**config.mk**
```make
export PLATFORM = sky130hd
export DESIGN_NAME = codec_cmd_port
export DESIGN_NICKNAME = d
export VERILOG_FILES = /design/src/rtl/codec_port_pkg.sv /design/src/rtl/codec_port_ctrl.sv /design/src/rtl/codec_port_dp.sv /design/src/rtl/codec_cmd_port.sv
export SDC_FILE = /design/constraint.sdc
export NUM_CORES = 1
export LEC_CHECK = 0
export BUFFER_PORTS_ARGS = -buffer_cell sky130_fd_sc_hd__buf_2
export CAP_MARGIN = 5
export CORE_AREA = 2 2 42 44
export DETAILED_ROUTE_END_ITERATION = 6
export DIE_AREA = 0 0 44 46
export PLACE_DENSITY = 0.81
export SYNTH_ARGS = -nofsm -noshare
export SYNTH_HDL_FRONTEND = slang
export SYNTH_SLANG_ARGS = --single-unit
```
**constraint.sdc**
```tcl
create_clock -name clk -period 3.1 [get_ports clk]
set_input_delay 0.155 -clock clk [delete_from_list [all_inputs] [get_ports clk]]
set_output_delay 0.155 -clock clk [all_outputs]
set_load 0.05 [all_outputs]
```
**src/rtl/codec_port_pkg.sv**
```systemverilog
package codec_port_pkg;

  typedef enum logic [1:0] {
    XF_IDLE = 2'd0,
    XF_PLAY = 2'd1,
    XF_CAP  = 2'd2
  } xferState_t;

  // Strobes from control to datapath, valid for one cycle each
  typedef struct packed {
    logic openXfer;
    logic closeXfer;
    logic shiftBit;
    logic bitVal;
    logic overBit;
    logic clkRise;
    logic clkFall;
    logic finish;
  } dpStrobe_t;

endpackage

```
**src/rtl/codec_port_ctrl.sv**
```systemverilog
module codec_port_ctrl
  import codec_port_pkg::*;
#(
  parameter int PB_BITS  = 16,
  parameter int CAP_BITS = 32,
  parameter int CNT_W    = 6,
  parameter logic [7:0] ADDR_DATA  = 8'h2C,
  parameter logic [7:0] ADDR_CLOSE = 8'h28,
  parameter logic [7:0] ADDR_PLAY  = 8'h38
) (
  input  logic             clk,
  input  logic             rstN,
  input  logic [7:0]       hostAddr,
  input  logic             hostRdEn,
  input  logic             hostWrEn,
  input  logic             bitIn,
  input  logic [CNT_W-1:0] bitCount,
  output logic             pbSel,
  output logic             capSel,
  output dpStrobe_t        strobe
);

  localparam logic [CNT_W-1:0] PB_LEN  = CNT_W'(PB_BITS);
  localparam logic [CNT_W-1:0] CAP_LEN = CNT_W'(CAP_BITS);

  xferState_t       state;
  logic [1:0]       phase;
  logic             rdOpenPb, rdOpenCap, rdClose, bitWrite, frameFull;
  logic [CNT_W-1:0] curLen;

  always_comb begin
    rdOpenPb  = hostRdEn && (hostAddr == ADDR_PLAY);
    rdOpenCap = hostRdEn && (hostAddr == ADDR_DATA);
    rdClose   = hostRdEn && (hostAddr == ADDR_CLOSE);
    curLen    = (state == XF_CAP) ? CAP_LEN : PB_LEN;
    frameFull = (bitCount == curLen);
    bitWrite  = hostWrEn && !hostRdEn && (hostAddr == ADDR_DATA) &&
                (state != XF_IDLE) && (phase == 2'd0);

    strobe.openXfer  = rdOpenPb || rdOpenCap;
    strobe.closeXfer = rdClose;
    strobe.shiftBit  = bitWrite && !frameFull;
    strobe.overBit   = bitWrite && frameFull;
    strobe.bitVal    = bitIn;
    strobe.clkRise   = (phase == 2'd1) && !hostRdEn;
    strobe.clkFall   = (phase == 2'd2);
    strobe.finish    = rdClose && (state != XF_IDLE) && frameFull;
  end

  always_ff @(posedge clk or negedge rstN) begin
    if (!rstN) begin
      state <= XF_IDLE;
    end else if (rdOpenPb) begin
      state <= XF_PLAY;
    end else if (rdOpenCap) begin
      state <= XF_CAP;
    end else if (rdClose) begin
      state <= XF_IDLE;
    end
  end

  // Pulse sequencer: 1 = data set up, 2 = clock high, 0 = ready
  always_ff @(posedge clk or negedge rstN) begin
    if (!rstN) begin
      phase <= 2'd0;
    end else if (strobe.openXfer || rdClose) begin
      phase <= 2'd0;
    end else begin
      case (phase)
        2'd0:    phase <= strobe.shiftBit ? 2'd1 : 2'd0;
        2'd1:    phase <= 2'd2;
        default: phase <= 2'd0;
      endcase
    end
  end

  assign pbSel  = (state == XF_PLAY);
  assign capSel = (state == XF_CAP);


  count_bound_chk: assert property (@(posedge clk) disable iff (!rstN)
    (state != XF_IDLE) |-> (bitCount <= curLen));


  idle_no_pulse_chk: assert property (@(posedge clk) disable iff (!rstN)
    (state == XF_IDLE) |-> (phase == 2'd0));

endmodule

```
**src/rtl/codec_port_dp.sv**
```systemverilog
module codec_port_dp
  import codec_port_pkg::*;
#(
  parameter int CNT_W = 6
) (
  input  logic             clk,
  input  logic             rstN,
  input  dpStrobe_t        strobe,
  output logic [CNT_W-1:0] bitCount,
  output logic             serClk,
  output logic             serData,
  output logic             frameStrobe,
  output logic             overflow
);

  always_ff @(posedge clk or negedge rstN) begin
    if (!rstN) begin
      bitCount <= '0;
    end else if (strobe.openXfer) begin
      bitCount <= '0;
    end else if (strobe.shiftBit) begin
      bitCount <= bitCount + 1'b1;
    end
  end

  always_ff @(posedge clk or negedge rstN) begin
    if (!rstN) begin
      serData <= 1'b0;
    end else if (strobe.shiftBit) begin
      serData <= strobe.bitVal;
    end
  end

  always_ff @(posedge clk or negedge rstN) begin
    if (!rstN) begin
      serClk <= 1'b0;
    end else if (strobe.openXfer || strobe.closeXfer || strobe.clkFall) begin
      serClk <= 1'b0;
    end else if (strobe.clkRise) begin
      serClk <= 1'b1;
    end
  end

  always_ff @(posedge clk or negedge rstN) begin
    if (!rstN) begin
      overflow    <= 1'b0;
      frameStrobe <= 1'b0;
    end else begin
      frameStrobe <= strobe.finish;
      if (strobe.openXfer) begin
        overflow <= 1'b0;
      end else if (strobe.overBit) begin
        overflow <= 1'b1;
      end
    end
  end


  data_setup_chk: assert property (@(posedge clk) disable iff (!rstN)
    $rose(serClk) |-> $stable(serData));


  clk_width_chk: assert property (@(posedge clk) disable iff (!rstN)
    serClk |=> !serClk);


  strobe_single_chk: assert property (@(posedge clk) disable iff (!rstN)
    frameStrobe |=> !frameStrobe);

endmodule

```
**src/rtl/codec_cmd_port.sv**
```systemverilog
module codec_cmd_port
  import codec_port_pkg::*;
#(
  parameter int PB_BITS  = 16,
  parameter int CAP_BITS = 32,
  parameter logic [7:0] ADDR_DATA  = 8'h2C,
  parameter logic [7:0] ADDR_CLOSE = 8'h28,
  parameter logic [7:0] ADDR_PLAY  = 8'h38
) (
  input  logic       clk,
  input  logic       rstN,
  input  logic [7:0] hostAddr,
  input  logic       hostRdEn,
  input  logic       hostWrEn,
  input  logic [7:0] hostWrData,
  output logic       pbSel,
  output logic       capSel,
  output logic       serClk,
  output logic       serData,
  output logic       frameStrobe,
  output logic       overflow
);

  localparam int MAX_BITS = (CAP_BITS > PB_BITS) ? CAP_BITS : PB_BITS;
  localparam int CNT_W    = $clog2(MAX_BITS + 1);

  dpStrobe_t        strobe;
  logic [CNT_W-1:0] bitCount;
  logic             unusedLowBits;

  assign unusedLowBits = ^hostWrData[6:0];

  codec_port_ctrl #(
    .PB_BITS(PB_BITS), .CAP_BITS(CAP_BITS), .CNT_W(CNT_W),
    .ADDR_DATA(ADDR_DATA), .ADDR_CLOSE(ADDR_CLOSE), .ADDR_PLAY(ADDR_PLAY)
  ) i_ctrl (
    .clk(clk), .rstN(rstN), .hostAddr(hostAddr), .hostRdEn(hostRdEn),
    .hostWrEn(hostWrEn), .bitIn(hostWrData[7]), .bitCount(bitCount),
    .pbSel(pbSel), .capSel(capSel), .strobe(strobe)
  );

  codec_port_dp #(.CNT_W(CNT_W)) i_dp (
    .clk(clk), .rstN(rstN), .strobe(strobe), .bitCount(bitCount),
    .serClk(serClk), .serData(serData), .frameStrobe(frameStrobe),
    .overflow(overflow)
  );


  clk_needs_sel_chk: assert property (@(posedge clk) disable iff (!rstN)
    serClk |-> (pbSel || capSel));


  strobe_at_close_chk: assert property (@(posedge clk) disable iff (!rstN)
    frameStrobe |-> (!pbSel && !capSel && $past(pbSel || capSel)));


  one_select_chk: assert property (@(posedge clk) disable iff (!rstN)
    !(pbSel && capSel));

endmodule

```
==> results.ini <==
[worst_setup_path]
crit_slowest_cell = or4b_1
regToRegStartpoint = i_ctrl.phase[1]$_DFF_PN0_
reg2reg_depth = 4
worstPathMaxFanout = 6
end_kind = register
required_ns = 3.27
path_cells = or3b_1 > or4b_1 > a311oi_4 > mux2_2
critical_path_class = register to register
cp_data_arrival_time_ns = 2.49
reg2reg_slack_ns = 0.78
crit_path_max_incr_delay_ns = 0.64
reg2reg_to = i_dp.serData$_DFFE_PN0P_
cp_top_family = simple AND/OR/NAND/NOR gates
start_kind = register
cp_num_buf_inv = 0

[cts]
cts_setup_buffers = 0
cts.sinks = 14
clkTransAtPathRegs_ns = 0.08
ctsResizeCount = 0
htreeDepth = 1
cts_tree = done
cts_buffers = 3
insertion_delay_ns = 0.28
root_buffer = clkbuf_4
ctsLongestPathBuffers = 2

[power_and_ir_drop]
finalPower_mw = 0.338
power_density_nw_per_um2 = 380
p_leak_nw = 0.422
ir_drop_mv = 0.199

[worst_hold_path]
hp-class = input pin to register
min-delay-start = hostRdEn
hold_end = i_dp.serClk$_DFFE_PN0P_
hold_depth = 2

[floorplanning]
die_x_um = 44
initial_core_util_pct = 46.7
rows = 15
die_h_um = 46
die-area_sq_um = 2020
pin_count = 26
coreArea_sq_um = 1610

[route]
vias = 627
post_drt_via_cell_ratio = 5.55
drt_iter0_drc = 10
ant_nets = 0
routedWlPerCell_um = 12.9
postRouteWirelength_um = 1450
drc = 0
firstDrtPassIters = 4

[timing]
min_period_over_period_pct = 74.9
min_period_ns = 2.32
worst_slack_ns = 0.778
max-slew-margin-rel_pct = 67.1
tightest_slew_ns = 0.492
slew_violations = 0
max_freq_mhz = 431
setup_violations = 0
final-hold-violation-count = 0
clock_skew_ns = 0.00313
setup_tns_ns = 0
grt_setup_unrepaired = no

[synth]
yosys_warnings = 0
synth.yosys.seq_area_share_pct = 46.4
synth.distinct_cells = 31
synth_flop_cell = dfrtp_1
synth_seq_cells = 14
syn-instance-count = 76
synthTopCellsByArea = dfrtp_1 46%, nor2_1 7.0%, xnor2_1 5.8%, inv_1 4.0%, a311oi_4 3.5%
avgSynthCellArea_sq_um = 9.93
synth_nets = 98
synth_area_sq_um = 754
async_flop_share_pct = 100
yosysTopAreaCell = dfrtp_1
synth.top_cell.area_share_pct = 46.4
synth_edf_count = 0

[grt]
antenna_found_initial = 0
grt_usage_pct = 17.4
grt_pass1_wl_um = 2470
grt_max_degree = 15
overflow = 0
grt_pass1_vias = 601

[layout]
drive_gt1_share_pct = 27.1
layout_common_cells = 18 x buf_2, 14 x nor2_1, 14 x dfrtp_1, 8 x inv_1, 5 x xnor2_1
utilization_pct = 55.1
nNetsFinal = 120
diodes = 0
final_common_cell = buf_2
fillers = 140
syn2layout_area_growth_pct = 17.9

[flow_run]
max_cap_violations = 0

[run_status]
status = finished clean

[placement]
routabilityCongestion = 0.753
pre_cts_slack_ns = 0.808
port_buffers = 18
place_hpwl_um = 1090

[per-stage QoR]
stage / cell area [sq um] / std cells / hold WS [ns]
4_1_cts: 890 / 113 / 0.0878
5_1_grt: 890 / 113 / 0.0916
6_report: 890 / 113 / 0.0849
2_1_floorplan: 754 / 76 / -0.141
3_5_place_dp: 857 / 109 / 0.0654
3_3_place_gp: 857 / 109 / 0.0634
[Yosys cell counts (2+ instances only)]
master,count
nor2b_1,2
ha_1,2
o22a_1,2
nor2_1,14
xnor2_1,5
dfrtp_1,14
nor4_1,4
inv_1,8
nand2_1,2
a21oi_1,2
[kinds of logic after synthesis]
family / count (synthesis) / share of synthesized area (%)
AND/OR/NAND/NOR: 31 / 22.2
XOR/XNOR: 5 / 5.80
AO/OA/AOI/OAI: 12 / 14.3
multiplexers: 2 / 2.82
adder cells (fa/ha/maj): 2 / 3.32
buffers and inverters: 10 / 5.14
flip-flops: 14 / 46.4
[routing by layer]
metal | part of all wire (%) | up-vias | routed length (um) | track usage, %
li1 | - | 307 | - | -
met1 | 43 | 283 | 620 | 20.8
met2 | 47 | 28 | 690 | 27.1
met3 | 6.3 | 9 | 92 | 3.57
met4 | 3.4 | 0 | 49 | 13.9
met5 | 0 | - | 0 | 0
[area by class of cell]
class	count	area (sq um)	share of cell area [%]
inverter	8	30.0	3.38
sequential	14	350	39.4
timing repair buffer	19	100	11.3
multi-input combinational	52	365	41.1
tap	17	21.3	2.39
clock buffer	3	22.5	2.53
[what timing repair did]
action	CTS	global route
endpoints found under the hold margin	14	0
setup endpoints to repair	0	0
hold buffers	1	0
[flip-flops by register name, summed over array words and instances, names as in the netlist]
register	count
i_ctrl.phase	2
i_dp.frameStrobe	1
i_dp.serData	1
i_dp.serClk	1
i_dp.overflow	1
i_ctrl.state	2
i_dp.bitCount	6
[how the worst max path moves through the flow]
stage | start | depth (start not counted) | slack (ns) | endpoint
3_5_place_dp | i_ctrl.phase[1]$_DFF_PN0_ | 4 | 0.81 | i_dp.serData$_DFFE_PN0P_
3_3_place_gp | i_ctrl.phase[1]$_DFF_PN0_ | 4 | 0.85 | i_dp.serData$_DFFE_PN0P_
2_1_floorplan | i_ctrl.state[1]$_DFFE_PN0P_ | 4 | 0.80 | i_dp.serData$_DFFE_PN0P_
4_1_cts | i_ctrl.phase[1]$_DFF_PN0_ | 4 | 0.79 | i_dp.serData$_DFFE_PN0P_
6_report | i_ctrl.phase[1]$_DFF_PN0_ | 4 | 0.78 | i_dp.serData$_DFFE_PN0P_
5_1_grt | i_ctrl.phase[1]$_DFF_PN0_ | 4 | 0.73 | i_dp.serData$_DFFE_PN0P_
[power breakdown]
part           leakage (nW)  switching [mW]  internal [mW]
clock network        0.0138          0.0569         0.0450
logic                 0.214          0.0279         0.0163
registers             0.194         0.00559          0.186
total                 0.422          0.0904          0.247
(Power assumes the default switching activity.)
